$ cat src/rtl/bw_resv_pkg.sv
`timescale 1ns/1ps
// Shared constants for the bandwidth reservation controller.
// Assumes 64-bit registers decoded on 8-byte aligned byte offsets.
package bw_resv_pkg;
    localparam int OFF_CAPS  = 0;
    localparam int OFF_MONC  = 8;
    localparam int OFF_MONV  = 16;
    localparam int OFF_CTRL  = 24;
    localparam int OFF_STAGE = 32;

    localparam logic [4:0] CMD_COMMIT = 5'd1;
    localparam logic [4:0] CMD_FETCH  = 5'd2;

    typedef enum logic [6:0] {
        ST_NONE  = 7'd0,
        ST_OK    = 7'd1,
        ST_BADOP = 7'd2,
        ST_BADID = 7'd3,
        ST_OVER  = 7'd4
    } status_t;
endpackage

$ cat src/rtl/bw_resv_seq.sv
`timescale 1ns/1ps
// Command sequencer: latches an accepted command, its ID and the staged
// count, holds busy for BUSY_CYC cycles, then pulses done and records
// the result status. Assumes issue is only raised while busy is low.
module bw_resv_seq
    import bw_resv_pkg::*;
#(
    parameter int BUSY_CYC = 4,
    parameter int ID_W     = 12,
    parameter int BLK_W    = 16
) (
    input  logic             clk,
    input  logic             rst_n,
    input  logic             issue,
    input  logic [4:0]       cmd_in,
    input  logic [ID_W-1:0]  id_in,
    input  logic [BLK_W-1:0] val_in,
    input  status_t          result,
    output logic             busy,
    output logic             done,
    output logic [4:0]       cmd_q,
    output logic [ID_W-1:0]  id_q,
    output logic [BLK_W-1:0] val_q,
    output status_t          status_q
);
    localparam int CNT_W = (BUSY_CYC > 1) ? $clog2(BUSY_CYC) : 1;
    localparam logic [CNT_W-1:0] CNT_LOAD = CNT_W'(BUSY_CYC - 1);

    logic [CNT_W-1:0] cnt;

    // The command finishes in the last busy cycle.
    assign done = busy && (cnt == '0);

    // Latch the command on acceptance; count down; retire with status.
    always_ff @(posedge clk) begin
        if (!rst_n) begin
            busy     <= 1'b0;
            cnt      <= '0;
            cmd_q    <= '0;
            id_q     <= '0;
            val_q    <= '0;
            status_q <= ST_NONE;
        end else if (issue) begin
            busy     <= 1'b1;
            cnt      <= CNT_LOAD;
            cmd_q    <= cmd_in;
            id_q     <= id_in;
            val_q    <= val_in;
            status_q <= ST_NONE;
        end else if (done) begin
            busy     <= 1'b0;
            status_q <= result;
        end else if (busy) begin
            cnt <= cnt - 1'b1;
        end
    end
endmodule

$ cat src/rtl/bw_resv_table.sv
`timescale 1ns/1ps
// Per-ID reservation table with a running total. Judges the pending
// command (bad code, bad ID, over ceiling) and applies a commit on done.
// Assumes NUM_IDS >= 2 and NUM_IDS <= 2**ID_W.
module bw_resv_table
    import bw_resv_pkg::*;
#(
    parameter int NUM_IDS = 16,
    parameter int ID_W    = 12,
    parameter int BLK_W   = 16,
    parameter int MRBWB   = 200,
    parameter int TOT_W   = 21
) (
    input  logic             clk,
    input  logic             rst_n,
    input  logic             done,
    input  logic [4:0]       cmd,
    input  logic [ID_W-1:0]  id,
    input  logic [BLK_W-1:0] val,
    output status_t          result,
    output logic [BLK_W-1:0] rd_val,
    output logic [TOT_W-1:0] total
);
    localparam int IDX_W = $clog2(NUM_IDS);
    localparam logic [ID_W:0]    ID_LIM = (ID_W+1)'(NUM_IDS);
    localparam logic [TOT_W-1:0] CEIL   = TOT_W'(MRBWB);

    logic [BLK_W-1:0] entry [NUM_IDS];
    logic             id_ok;
    logic [IDX_W-1:0] idx;
    logic [TOT_W-1:0] new_total;

    assign id_ok     = {1'b0, id} < ID_LIM;
    assign idx       = id[IDX_W-1:0];
    assign rd_val    = id_ok ? entry[idx] : '0;
    assign new_total = total - TOT_W'(rd_val) + TOT_W'(val);

    // Decide the outcome of the pending command, checks in priority order.
    always_comb begin
        result = ST_OK;
        if (cmd != CMD_COMMIT && cmd != CMD_FETCH) begin
            result = ST_BADOP;
        end else if (!id_ok) begin
            result = ST_BADID;
        end else if (cmd == CMD_COMMIT && new_total > CEIL) begin
            result = ST_OVER;
        end
    end

    // Store an accepted commit and keep the running total in step.
    always_ff @(posedge clk) begin
        if (!rst_n) begin
            for (int i = 0; i < NUM_IDS; i++) entry[i] <= '0;
            total <= '0;
        end else if (done && cmd == CMD_COMMIT && result == ST_OK) begin
            entry[idx] <= val;
            total      <= new_total;
        end
    end
endmodule

$ cat src/rtl/bw_resv_ctrl.sv
`timescale 1ns/1ps
// Top of the bandwidth reservation controller: register decode, staging
// register and readback mux around the sequencer and the table.
// Assumes one write per cycle and aligned 8-byte offsets; reads are
// combinational and have no side effects.
module bw_resv_ctrl
    import bw_resv_pkg::*;
#(
    parameter int VER_MAJOR = 1,
    parameter int VER_MINOR = 0,
    parameter int NBWBLKS   = 256,
    parameter int MRBWB     = 200,
    parameter int NUM_IDS   = 16,
    parameter int BUSY_CYC  = 4,
    parameter int ADDR_W    = 6
) (
    input  logic              clk,
    input  logic              rst_n,
    input  logic              wr_en,
    input  logic [ADDR_W-1:0] wr_addr,
    input  logic [63:0]       wr_data,
    input  logic [ADDR_W-1:0] rd_addr,
    output logic [63:0]       rd_data
);
    localparam int ID_W  = 12;
    localparam int BLK_W = 16;
    localparam int TOT_W = BLK_W + $clog2(NUM_IDS) + 1;
    localparam logic [63:0] CAPS_VAL = {16'b0, 16'(MRBWB), 8'b0, 16'(NBWBLKS),
                                        4'(VER_MAJOR), 4'(VER_MINOR)};

    logic             busy, done, issue, wr_stage;
    logic [4:0]       cmd_q;
    logic [ID_W-1:0]  id_q;
    logic [BLK_W-1:0] val_q, rd_val;
    logic [TOT_W-1:0] total;
    status_t          status_q, result;
    logic [63:0]      stage;

    assign issue    = wr_en && (wr_addr == ADDR_W'(OFF_CTRL)) && !busy;
    assign wr_stage = wr_en && (wr_addr == ADDR_W'(OFF_STAGE));

    bw_resv_seq #(.BUSY_CYC(BUSY_CYC), .ID_W(ID_W), .BLK_W(BLK_W)) u_seq (
        .clk(clk), .rst_n(rst_n), .issue(issue),
        .cmd_in(wr_data[4:0]), .id_in(wr_data[19:8]), .val_in(stage[BLK_W-1:0]),
        .result(result), .busy(busy), .done(done),
        .cmd_q(cmd_q), .id_q(id_q), .val_q(val_q), .status_q(status_q)
    );

    bw_resv_table #(.NUM_IDS(NUM_IDS), .ID_W(ID_W), .BLK_W(BLK_W),
                    .MRBWB(MRBWB), .TOT_W(TOT_W)) u_tab (
        .clk(clk), .rst_n(rst_n), .done(done), .cmd(cmd_q), .id(id_q),
        .val(val_q), .result(result), .rd_val(rd_val), .total(total)
    );

    // Staging register: software writes all bits, a fetch fills the count.
    always_ff @(posedge clk) begin
        if (!rst_n) begin
            stage <= '0;
        end else begin
            if (wr_stage) stage <= wr_data;
            if (done && cmd_q == CMD_FETCH && result == ST_OK)
                stage[BLK_W-1:0] <= rd_val;
        end
    end

    // Readback mux; monitor offsets and holes read as zero.
    always_comb begin
        case (rd_addr)
            ADDR_W'(OFF_CAPS):  rd_data = CAPS_VAL;
            ADDR_W'(OFF_CTRL):  rd_data = {24'b0, busy, status_q, 12'b0, id_q, 3'b000, cmd_q};
            ADDR_W'(OFF_STAGE): rd_data = stage;
            default:            rd_data = '0;
        endcase
    end
endmodule

$ cat config.mk
export PLATFORM = sky130hd
export DESIGN_NAME = bw_resv_ctrl
export DESIGN_NICKNAME = d
export VERILOG_FILES = /design/src/rtl/bw_resv_pkg.sv /design/src/rtl/bw_resv_seq.sv /design/src/rtl/bw_resv_table.sv /design/src/rtl/bw_resv_ctrl.sv
export SDC_FILE = /design/constraint.sdc
export NUM_CORES = 1
export LEC_CHECK = 0
export BUFFER_PORTS_ARGS = -buffer_cell sky130_fd_sc_hd__buf_2
export CAP_MARGIN = 20
export CELL_PAD_IN_SITES_DETAIL_PLACEMENT = 0
export CELL_PAD_IN_SITES_GLOBAL_PLACEMENT = 1
export CORE_ASPECT_RATIO = 2
export CORE_MARGIN = 4
export CORE_UTILIZATION = 49
export DETAILED_ROUTE_END_ITERATION = 12
export HOLD_SLACK_MARGIN = 0.15
export PLACE_DENSITY = 0.9
export SYNTH_ARGS = -nofsm -noshare
export SYNTH_HDL_FRONTEND = slang
export SYNTH_HIERARCHICAL = 1
export SYNTH_SLANG_ARGS = --single-unit
$ cat constraint.sdc
create_clock -name clk -period 8 [get_ports clk]
set_input_delay 2 -clock clk [delete_from_list [all_inputs] [get_ports clk]]
set_output_delay 2 -clock clk [all_outputs]
set_load 0.02 [all_outputs]
==> impl_metrics.csv <==
group,metric,value,unit
run_status,outcome,"finished clean",
grt,use_met3,0.03370,
sta,drv_slew,0,
worst_hold_path,hp-class,"reg -> reg",
power,swShare,0.2232,
synth,syn_area_per_cell,11.34,sq um
die,core,39690,sq um
worst_setup_path,worst_ep_required_time,8.15,ns
die,io_pins,143,
power,power_frac_seq,0.531,
grt,grt_pass1_wl,90980,um
synth,yosysSeqAreaShare,0.5190,
clock_tree,cts_resized,0,
placed_design,placed_area,20970,sq um
worst_setup_path,start_kind,"flip-flop",
drt,first_pass_iters,6,
sta,final.setup.worst_slack,0.4523,ns
grt,grt_busiest_layer,"met2",
sta,hold_viol,0,
clock_tree,cts_tree,"built",
grt,grt_util_met2,0.4955,
die,num_rows,103,
sta,setup_viol,0,
clock_tree,post_cts_buffers,0,
grt,grt_use_met1,0.2896,
sta,fmax,132.5,MHz
clock_tree,numCtsBuffers,34,
clock_tree,clkTransAtPathRegs,0.07,ns
clock_tree,cts_sinks,384,
die,die_y,291.9,um
die,dieWidth,150.0,um
sta,rsz0062_at_grt,"no",
drt,avgViaCountPerCell,6.499,
grt,grt_pass1_vias,15140,
synth,syn-instance-count,1741,
drt,routedWlPerCell,26.13,um
placed_design,place_congestion,0.9566,
power,ir_drop,0.0001373,V
power,power.internal,0.003235,W
layout,drive_above_1_share,0.2146,
layout,nFillCells,3302,
grt,grtUsageTotal,0.2730,
worst_setup_path,crit_fanout,100,
placed_design,dp_slack,0.6490,ns
grt,grt_max_degree,111,
sta,tightest_slew,1.095,ns
sta,period_needed,7.548,ns
clock_tree,htreeDepth,2,
sta,period_share,0.9435,
power,cellLeakagePower,7.258,nW
drt,num_vias,15220,
layout,design_area,22150,sq um
layout,diodes,0,
synth,synth_area,19750,sq um
clock_tree,insertion_delay,0.54,ns
layout,nNetsFinal,1910,
synth,yosys_register_bits,384,
grt,antenna_found_initial,0,
die,start_util,0.4975,
sta,setup_tns,0,ns
synth,synth_ff_type,"edfxtp_1",
sta,fin_skew,0.01628,ns
drt,ant_nets,0,
clock_tree,cts_buffer_depth,3,
drt,drt_iter0_drc,1491,
synth,async_reset_ff_frac,0,
synth,synth-edff-count,256,
power,switchingPower,0.0009297,W
clock_tree,cts_root_buffer,"clkbuf_16",
worst_setup_path,critPathCaptureType,"flip-flop",
synth,synthDistinctLibCells,80,
die,die_area,43770,sq um
grt,grt_overflow,0,
drt,routed_wl,61190,um
clock_tree,cts_hold_buf,0,
placed_design,hpwl,42550,um
power,comb_power_share,0.054,
placed_design,portBuffers,142,
power,power.density,188.0,nW/um^2
worst_setup_path,worst_ep_arrival_time,7.70,ns
drt,drc,0,
layout,syn_to_final_growth,12.17,%
worst_setup_path,crit_type,"reg -> reg",
sta,maxSlewHeadroom,0.2700,
synth,ys_warn_count,6,
power,power_frac_clock,0.415,
sta,holdWs,0.4620,ns
job,drv_cap,0,
==> critical path: stages, from the launching register on <==
cell	delay, ns
dfxtp_4	0.92
buf_4	0.41
mux4_2	0.53
mux4_2	0.47
nor2b_1	0.20
fa_1	0.54
inv_1	0.04
ha_1	0.32
nor2b_1	0.18
o31ai_2	0.36
a21boi_1	0.12
o311ai_1	0.48
o221ai_1	0.23
nor4_1	0.41
nand4_1	0.36
buf_12	0.32
o31ai_4	1.03
==> sequential cells by signal (all words and copies together), names as in the netlist <==
signal	flops
u_seq/cnt	2
u_seq/cmd_q	5
u_tab/total	21
stage	64
u_seq/val_q	16
u_seq/id_q	12
u_seq/busy	1
u_seq/status_q	7
u_tab/entry	256
==> cells in the final DEF, fill, tap and decap left out, types with 7 or more instances in the layout <==
master | synthesis | routed
mux4_2 | 78 | 78
nor2b_1 | 50 | 50
fa_1 | 16 | 16
nand4_1 | 8 | 8
dfxtp_1 | 128 | 124
a21boi_0 | 48 | 48
nand3_1 | 14 | 14
clkbuf_16 | 0 | 37
a21bo_2 | 7 | 7
nor4_2 | 10 | 10
and3_1 | 17 | 17
and2_1 | 45 | 43
nor3_1 | 12 | 11
edfxtp_1 | 256 | 256
mux2i_1 | 40 | 40
o21ai_0 | 30 | 30
a31oi_1 | 17 | 17
a21oi_1 | 32 | 32
buf_2 | 37 | 141
o31ai_4 | 0 | 16
a22o_2 | 9 | 9
nand2_1 | 244 | 243
inv_1 | 72 | 71
ha_1 | 22 | 22
nor2_1 | 26 | 26
clkinv_1 | 1 | 8
nor4_1 | 253 | 253
buf_4 | 8 | 43
a22o_1 | 11 | 11
o21a_1 | 7 | 7
==> routing by layer <==
layer,share of wire,wire length (um),vias up
met1,0.32,19280,7342
li1,-,-,6695
met2,0.52,32020,956
met4,0.082,5012,0
met5,0,0,-
met3,0.080,4875,227
==> through the flow <==
| step | utilization | std cells | power, W |
|---|---|---|---|
| floorplan | - | 1744 | 0.002362 |
| global placement | 0.5282 | 2280 | 0.002469 |
| detailed placement | 0.5282 | 2280 | 0.002473 |
| CTS | 0.5571 | 2340 | 0.004178 |
| global route | 0.5580 | 2342 | 0.004264 |
| finish | 0.5580 | 2342 | 0.004165 |
==> cells by family after synthesis <==
| logic type | share of synthesized area |
|---|---|
| mux | 0.1109 |
| fa+ha+maj | 0.03016 |
| xor+xnor | 0.003548 |
| simple gates | 0.1950 |
| flops | 0.5190 |
| compound gates | 0.08516 |
| buf+inv | 0.05595 |
| other cells | 0.0001899 |
==> worst paths after layout <==
check                startpoint             endpoint  slack (ns)  cells past startpoint
setup reg to reg  u_seq/id_q[0]  u_tab/entry[15][10]        0.45                     16
hold / removal        stage[63]            stage[63]        0.46                      2
hold reg to reg       stage[63]            stage[63]        0.46                      2
setup / recovery  u_seq/id_q[0]  u_tab/entry[15][10]        0.45                     16
==> synthesized netlist by cell type (8+ instances only) <==
cell type  instances  share of area
nand4_1            8         0.0025
a22o_1            11         0.0049
and3_1            17         0.0054
clkbuf_1         114          0.022
o31ai_1           20         0.0076
edfxtp_1         256           0.39
buf_1              8         0.0015
and2_1            45          0.014
inv_1             72          0.014
buf_2             37         0.0094
a31oi_1           17         0.0054
nor4_2            10         0.0063
mux2i_1           40          0.020
a22o_2             9         0.0046
nand2_1          244          0.046
nor4_1           253          0.080
a21oi_1           32         0.0081
nor2b_1           50          0.016
nor3_1            12         0.0030
fa_1              16          0.016
nand3_1           14         0.0035
ha_1              22          0.014
dfxtp_1          128           0.13
o21ai_0           30         0.0076
mux4_2            78          0.089
buf_4              8         0.0030
a21boi_0          48          0.018
nor2_1            26         0.0049
==> final cells by class <==
| cell class | instances | area (sq um) | share of cell area |
|---|---|---|---|
| clock inverters | 23 | 221.5 | 0.009998 |
| multi-input cells | 1109 | 8641 | 0.3901 |
| flip-flops and latches | 384 | 10260 | 0.4633 |
| repair buffers | 191 | 1164 | 0.05253 |
| inverters | 73 | 279.0 | 0.01260 |
| well taps | 525 | 656.9 | 0.02966 |
| clock buffers | 37 | 925.9 | 0.04180 |
==> power by group through the flow <==
stage | logic (W) | registers, W | clock network [W]
after floorplan | 0.000131 | 0.00223 | 0
after global placement | 0.000217 | 0.00225 | 0
after detailed placement | 0.000220 | 0.00225 | 0
after CTS | 0.000221 | 0.00221 | 0.00175
after global routing | 0.000236 | 0.00221 | 0.00181
final | 0.000224 | 0.00221 | 0.00173
(Power assumes the default switching activity.)
